File: config.mk
export PLATFORM = sky130hd
export DESIGN_NAME = fpu_core
export DESIGN_NICKNAME = d
export VERILOG_FILES = /design/src/rtl/fpu_pkg.sv /design/src/rtl/fpu_norm.sv /design/src/rtl/fpu_addsub.sv /design/src/rtl/fpu_mul.sv /design/src/rtl/fpu_cmp.sv /design/src/rtl/fpu_core.sv
export SDC_FILE = /design/constraint.sdc
export NUM_CORES = 2
export LEC_CHECK = 0
export CAP_MARGIN = 40
export CORE_ASPECT_RATIO = 0.8
export CORE_UTILIZATION = 45
export CTS_CLUSTER_DIAMETER = 80
export DETAILED_ROUTE_END_ITERATION = 10
export GPL_TIMING_DRIVEN = 0
export SYNTH_ARGS = -nofsm -noshare
export SYNTH_HDL_FRONTEND = slang
export SYNTH_SLANG_ARGS = --single-unit
File: constraint.sdc
create_clock -name clk -period 54.6 [get_ports clk]
set_input_delay 10.92 -clock clk [delete_from_list [all_inputs] [get_ports clk]]
set_output_delay 10.92 -clock clk [all_outputs]
set_load 0.05 [all_outputs]
File: src/rtl/fpu_pkg.sv
package fpu_pkg;

    localparam int EXP_W  = 8;
    localparam int FRAC_W = 23;
    localparam int MANT_W = FRAC_W + 1;
    localparam int WORD_W = 1 + EXP_W + FRAC_W;
    localparam int PROD_W = 2 * MANT_W;
    localparam int BIAS   = (1 << (EXP_W - 1)) - 1;
    localparam int LZ_W   = $clog2(MANT_W + 1);

    typedef enum logic [1:0] {
        OP_ADD = 2'b00,
        OP_SUB = 2'b01,
        OP_MUL = 2'b10,
        OP_CMP = 2'b11
    } fpu_op_e;

    typedef enum logic [1:0] {
        CMP_EQ = 2'b00,
        CMP_GT = 2'b01,
        CMP_LT = 2'b10
    } cmp_code_e;

    typedef struct packed {
        logic              sign;
        logic [EXP_W-1:0]  exp;
        logic [MANT_W-1:0] mant;
    } fp_fields_t;

    // Split a word into fields, prepending the implicit leading one.
    function automatic fp_fields_t fp_unpack(input logic [WORD_W-1:0] w);
        fp_fields_t f;
        f.sign = w[WORD_W-1];
        f.exp  = w[WORD_W-2 -: EXP_W];
        f.mant = {1'b1, w[FRAC_W-1:0]};
        return f;
    endfunction

    function automatic logic [WORD_W-1:0] fp_pack(input logic s,
                                                  input logic [EXP_W-1:0] e,
                                                  input logic [FRAC_W-1:0] f);
        return {s, e, f};
    endfunction

    // Number of zero bits above the first one; MANT_W for an all-zero input.
    function automatic logic [LZ_W-1:0] lead_zeros(input logic [MANT_W-1:0] m);
        logic [LZ_W-1:0] n;
        logic            seen;
        n    = '0;
        seen = 1'b0;
        for (int i = MANT_W - 1; i >= 0; i--) begin
            if (!seen) begin
                if (m[i]) seen = 1'b1;
                else      n    = n + 1'b1;
            end
        end
        return n;
    endfunction

endpackage

File: src/rtl/fpu_norm.sv
module fpu_norm
    import fpu_pkg::*;
(
    input  logic              sign_in,
    input  logic [EXP_W-1:0]  exp_in,
    input  logic [MANT_W:0]   sum_in,
    output logic [WORD_W-1:0] word_out
);

    logic [LZ_W-1:0]   lz;
    logic [MANT_W-1:0] shifted;
    logic [EXP_W-1:0]  exp_n;
    logic [FRAC_W-1:0] frac_n;

    always_comb begin
        lz      = lead_zeros(sum_in[MANT_W-1:0]);
        shifted = sum_in[MANT_W-1:0] << lz;
        if (sum_in[MANT_W]) begin
            // carry out: drop the lowest bit, bump the exponent
            frac_n = sum_in[MANT_W-1:1];
            exp_n  = exp_in + 1'b1;
        end else begin
            frac_n = shifted[FRAC_W-1:0];
            exp_n  = exp_in - EXP_W'(lz);
        end
        if (sum_in == '0) word_out = '0;
        else              word_out = fp_pack(sign_in, exp_n, frac_n);
    end

endmodule

File: src/rtl/fpu_addsub.sv
module fpu_addsub
    import fpu_pkg::*;
(
    input  logic              do_sub,
    input  fp_fields_t        fa,
    input  fp_fields_t        fb,
    output logic [WORD_W-1:0] word_out
);

    logic              sb_eff;
    logic              a_big;
    logic [EXP_W-1:0]  diff;
    logic [EXP_W-1:0]  exp_base;
    logic [MANT_W-1:0] ma_al;
    logic [MANT_W-1:0] mb_al;
    logic [MANT_W:0]   sum;
    logic              sign_r;

    always_comb begin
        sb_eff   = fb.sign ^ do_sub;
        a_big    = (fa.exp >= fb.exp);
        diff     = a_big ? (fa.exp - fb.exp) : (fb.exp - fa.exp);
        exp_base = a_big ? fa.exp : fb.exp;
        ma_al    = a_big ? fa.mant : (fa.mant >> diff);
        mb_al    = a_big ? (fb.mant >> diff) : fb.mant;

        if (fa.sign == sb_eff) begin
            sum    = {1'b0, ma_al} + {1'b0, mb_al};
            sign_r = fa.sign;
        end else if (ma_al > mb_al) begin
            sum    = {1'b0, ma_al} - {1'b0, mb_al};
            sign_r = fa.sign;
        end else begin
            sum    = {1'b0, mb_al} - {1'b0, ma_al};
            sign_r = sb_eff;
        end
    end

    fpu_norm u_norm (
        .sign_in  (sign_r),
        .exp_in   (exp_base),
        .sum_in   (sum),
        .word_out (word_out)
    );

endmodule

File: src/rtl/fpu_mul.sv
module fpu_mul
    import fpu_pkg::*;
(
    input  fp_fields_t        fa,
    input  fp_fields_t        fb,
    output logic [WORD_W-1:0] word_out
);

    logic [PROD_W-1:0]  prod;
    logic [EXP_W+1:0]   exp_wide;
    logic [EXP_W-1:0]   exp_n;
    logic [FRAC_W-1:0]  frac_n;

    always_comb begin
        prod     = PROD_W'(fa.mant) * PROD_W'(fb.mant);
        exp_wide = {2'b00, fa.exp} + {2'b00, fb.exp} - (EXP_W+2)'(BIAS);
        if (prod[PROD_W-1]) begin
            frac_n = prod[PROD_W-2 -: FRAC_W];
            exp_n  = exp_wide[EXP_W-1:0] + 1'b1;
        end else begin
            frac_n = prod[PROD_W-3 -: FRAC_W];
            exp_n  = exp_wide[EXP_W-1:0];
        end
        word_out = fp_pack(fa.sign ^ fb.sign, exp_n, frac_n);
    end

endmodule

File: src/rtl/fpu_cmp.sv
module fpu_cmp
    import fpu_pkg::*;
(
    input  fp_fields_t        fa,
    input  fp_fields_t        fb,
    output logic [WORD_W-1:0] word_out
);

    cmp_code_e code;

    always_comb begin
        if (fa.sign && !fb.sign)       code = CMP_LT;
        else if (fb.sign && !fa.sign)  code = CMP_GT;
        else if (fa.exp > fb.exp)      code = CMP_GT;
        else if (fb.exp > fa.exp)      code = CMP_LT;
        else if (fa.mant > fb.mant)    code = CMP_GT;
        else if (fb.mant > fa.mant)    code = CMP_LT;
        else                           code = CMP_EQ;
        word_out = {{(WORD_W-2){1'b0}}, code};
    end

endmodule

File: src/rtl/fpu_core.sv
module fpu_core
    import fpu_pkg::*;
(
    input  logic              clk,
    input  logic              rst,
    input  logic [1:0]        op_sel,
    input  logic [WORD_W-1:0] opnd_a,
    input  logic [WORD_W-1:0] opnd_b,
    input  logic              in_valid,
    output logic [WORD_W-1:0] res_word,
    output logic              res_valid
);

    fp_fields_t        fa;
    fp_fields_t        fb;
    fpu_op_e           op;
    logic [WORD_W-1:0] as_word;
    logic [WORD_W-1:0] mul_word;
    logic [WORD_W-1:0] cmp_word;
    logic [WORD_W-1:0] next_word;

    assign fa = fp_unpack(opnd_a);
    assign fb = fp_unpack(opnd_b);
    assign op = fpu_op_e'(op_sel);

    fpu_addsub u_addsub (
        .do_sub   (op == OP_SUB),
        .fa       (fa),
        .fb       (fb),
        .word_out (as_word)
    );

    fpu_mul u_mul (
        .fa       (fa),
        .fb       (fb),
        .word_out (mul_word)
    );

    fpu_cmp u_cmp (
        .fa       (fa),
        .fb       (fb),
        .word_out (cmp_word)
    );

    always_comb begin
        unique case (op)
            OP_MUL:  next_word = mul_word;
            OP_CMP:  next_word = cmp_word;
            default: next_word = as_word;
        endcase
    end

    always_ff @(posedge clk) begin
        if (rst) begin
            res_word  <= '0;
            res_valid <= 1'b0;
        end else begin
            res_valid <= in_valid;
            if (in_valid) res_word <= next_word;
        end
    end

endmodule

==> metrics.cfg <==
[run_status]
status = finished clean

[clock_tree]
clockBufferDepth = 2
numCtsBuffers = 5
hold_buffers = 0
path_clk_slew_ns = 0.05
cts_setup_buffers = 0
htree_num_levels = 2
clock-root-buffer = clkbuf_16
numClockSinks = 33
cts_tree = yes
clock_latency_ns = 0.28
ctsResizeCount = 0

[critical_path]
critical_path_buf_inv_count = 13
cp_common_cell = ha_1
critical_path_depth = 92
path_class = in2reg
r2r_end = res_word[16]$_SDFFE_PP0P_
worstPathArrival_ns = 34.57
crit_fanout = 10
worstRegToRegCells = 4
cp-start-kind = input pin
crit_family = compound AO/OA/AOI/OAI gates
worstSetupEndpointType = register
max_stage_delay_ns = 0.64
r2r_start = res_word[16]$_SDFFE_PP0P_
cp.required_ns = 54.79
cpMaxStageDelayCell = clkdlybuf4s50_1
reg2reg_slack_ns = 53.62

[drt]
routed_wl_mm = 127.3
drt_iter0_drc = 3597
wl_per_cell_um = 23.90
vias_per_cell = 5.919
drc = 0
vias = 31523
dr.pass1.iters = 6
antenna_left = 0

[floorplan]
die-area_um2 = 73860
std_cell_rows = 88
dieHeight_um = 243.3
coreArea_um2 = 72010
die-width_um = 303.6
initial_utilization = 0.4548
io-pin-count = 102

[timing]
tightest_slew_ns = 1.074
finalSetupViolCount = 0
drv_slew = 0
fin_tns_setup_ns = 0
clock.fmax_ghz = 0.02909
rsz0062_at_grt = no
min_period_ns = 34.38
hold_viol = 0
skew_ns = 0
maxSlewHeadroom = 0.2793
fin_crit_sh = 0.6297

[run]
cap_violations = 0

[hold_path]
whs_endpoint = res_word[6]$_SDFFE_PP0P_
whs_path_depth = 2
min_path_type = reg2reg
hold_path_startpoint = res_word[6]$_SDFFE_PP0P_

[layout]
nets = 5281
nFillCells = 7334
seqCellArea_um2 = 660.6
drive_above_1_share = 0.02785
post-route-util = 0.4923
area_growth_pct = 8.253
diodes = 0
multi_input_comb_area_um2 = 28550

[global_routing]
grt_usage = 0.3437
grt_max_degree = 12
antenna_found_initial = 3
grt_pass1_vias = 30707
grt_overflow = 0
grt_pass1_wl_mm = 193.2

[synth]
synth_most_common_cell = inv_1
syn_avg_cell_area_um2 = 7.722
ys_warn_count = 0
async_reset_ff_frac = 0
ys.flop_type = dfxtp_1
syn_area_um2 = 32750
yosysTopAreaCell = fa_1
synthesis.instances = 4241
synth_edf_count = 0
synth_fp_nets = 5141
ys_ff_latch = 33
synth.area.top_cells = fa_1 (30%), ha_1 (13%), inv_1 (8.0%), nand2_1 (6.4%), and2_1 (4.2%)
yosysTopAreaCellShare = 0.2983
synth_commonest_cells = inv_1 (702), nand2_1 (556), fa_1 (488)
ys_types = 102
synth-seq-area-share = 0.02017

[place]
port-buffer-count = 100
place_hpwl_mm = 107.1
gp_congestion = 1.045

flip-flops by register name (all words and copies together), names as in the netlist:
register,flops
res_word,32
res_valid,1
stage by stage:
stage          setup WS, ns  hold slack (ns)  cell area, um2  cells
2_1_floorplan         25.89           0.6923           32750   4241
3_3_place_gp          20.64           0.4688           34930   5286
3_5_place_dp          20.77           0.4657           35290   5317
4_1_cts               20.97           0.4761           35430   5324
5_1_grt               19.03           0.5025           35450   5326
6_report              20.22           0.4750           35450   5326
layer usage:
| layer | global-route usage | wire length (um) |
|---|---|---|
| met1 | 0.5053 | 56840 |
| met2 | 0.4944 | 50980 |
| met3 | 0.09116 | 15590 |
| met4 | 0.08734 | 3883 |
| met5 | 0 | 0 |
worst max path at each step:
| stage | startpoint | slack (ns) | to |
|---|---|---|---|
| floorplan | opnd_a[23] | 25.89 | res_word[30]$_SDFFE_PP0P_ |
| global placement | opnd_a[23] | 20.64 | res_word[30]$_SDFFE_PP0P_ |
| global route | opnd_a[23] | 19.03 | res_word[30]$_SDFFE_PP0P_ |
| detailed placement | opnd_a[23] | 20.77 | res_word[30]$_SDFFE_PP0P_ |
| CTS | opnd_a[23] | 20.97 | res_word[30]$_SDFFE_PP0P_ |
| finish | opnd_a[23] | 20.22 | res_word[30]$_SDFFE_PP0P_ |
layout by cell type (no fill, tap or decap), drive strengths merged, types with 33 or more instances in the layout:
cell and n:
inv 704, buf 61, clkbuf 212, nor2b 46
a211oi 49, ha 343, mux2i 113, xnor2 79
a21o 52, and2 219, dfxtp 33, o21ai 175
nor2 265, clkdlybuf4s50 100, nor3 67, o211ai 34
fa 488, nand3 81, a31oi 34, nand2 556
a21oi 206
cell families (layout without fill, tap and decap cells):
logic type	Yosys count	count (layout)	synth area share
AOI/OAI and AO/OA	780	780	0.1558
xor gates and xnor gates	118	118	0.03626
adders and majority gates	836	836	0.4309
buffers and inverters	938	1078	0.1083
DFF	33	33	0.02017
muxes	135	135	0.04577
and+or+nand+nor	1401	1401	0.2028
layout make-up:
type | instances | area share
Buffer | 233 | 0.02538
Clock buffer | 7 | 0.004024
Inverter | 705 | 0.07465
Multi-Input combinational cell | 3270 | 0.8053
Sequential cell | 33 | 0.01864
Tap cell | 945 | 0.03335
Timing Repair Buffer | 133 | 0.03865
tightest hold or removal path, cell delays in order, from the launching register on:
cell	delay (ns)
dfxtp_1	0.30
nor2_1	0.08
nor3_1	0.05
Power is not shown: default switching activity piles up to over one toggle a cycle in this logic, so the estimate is an artifact.
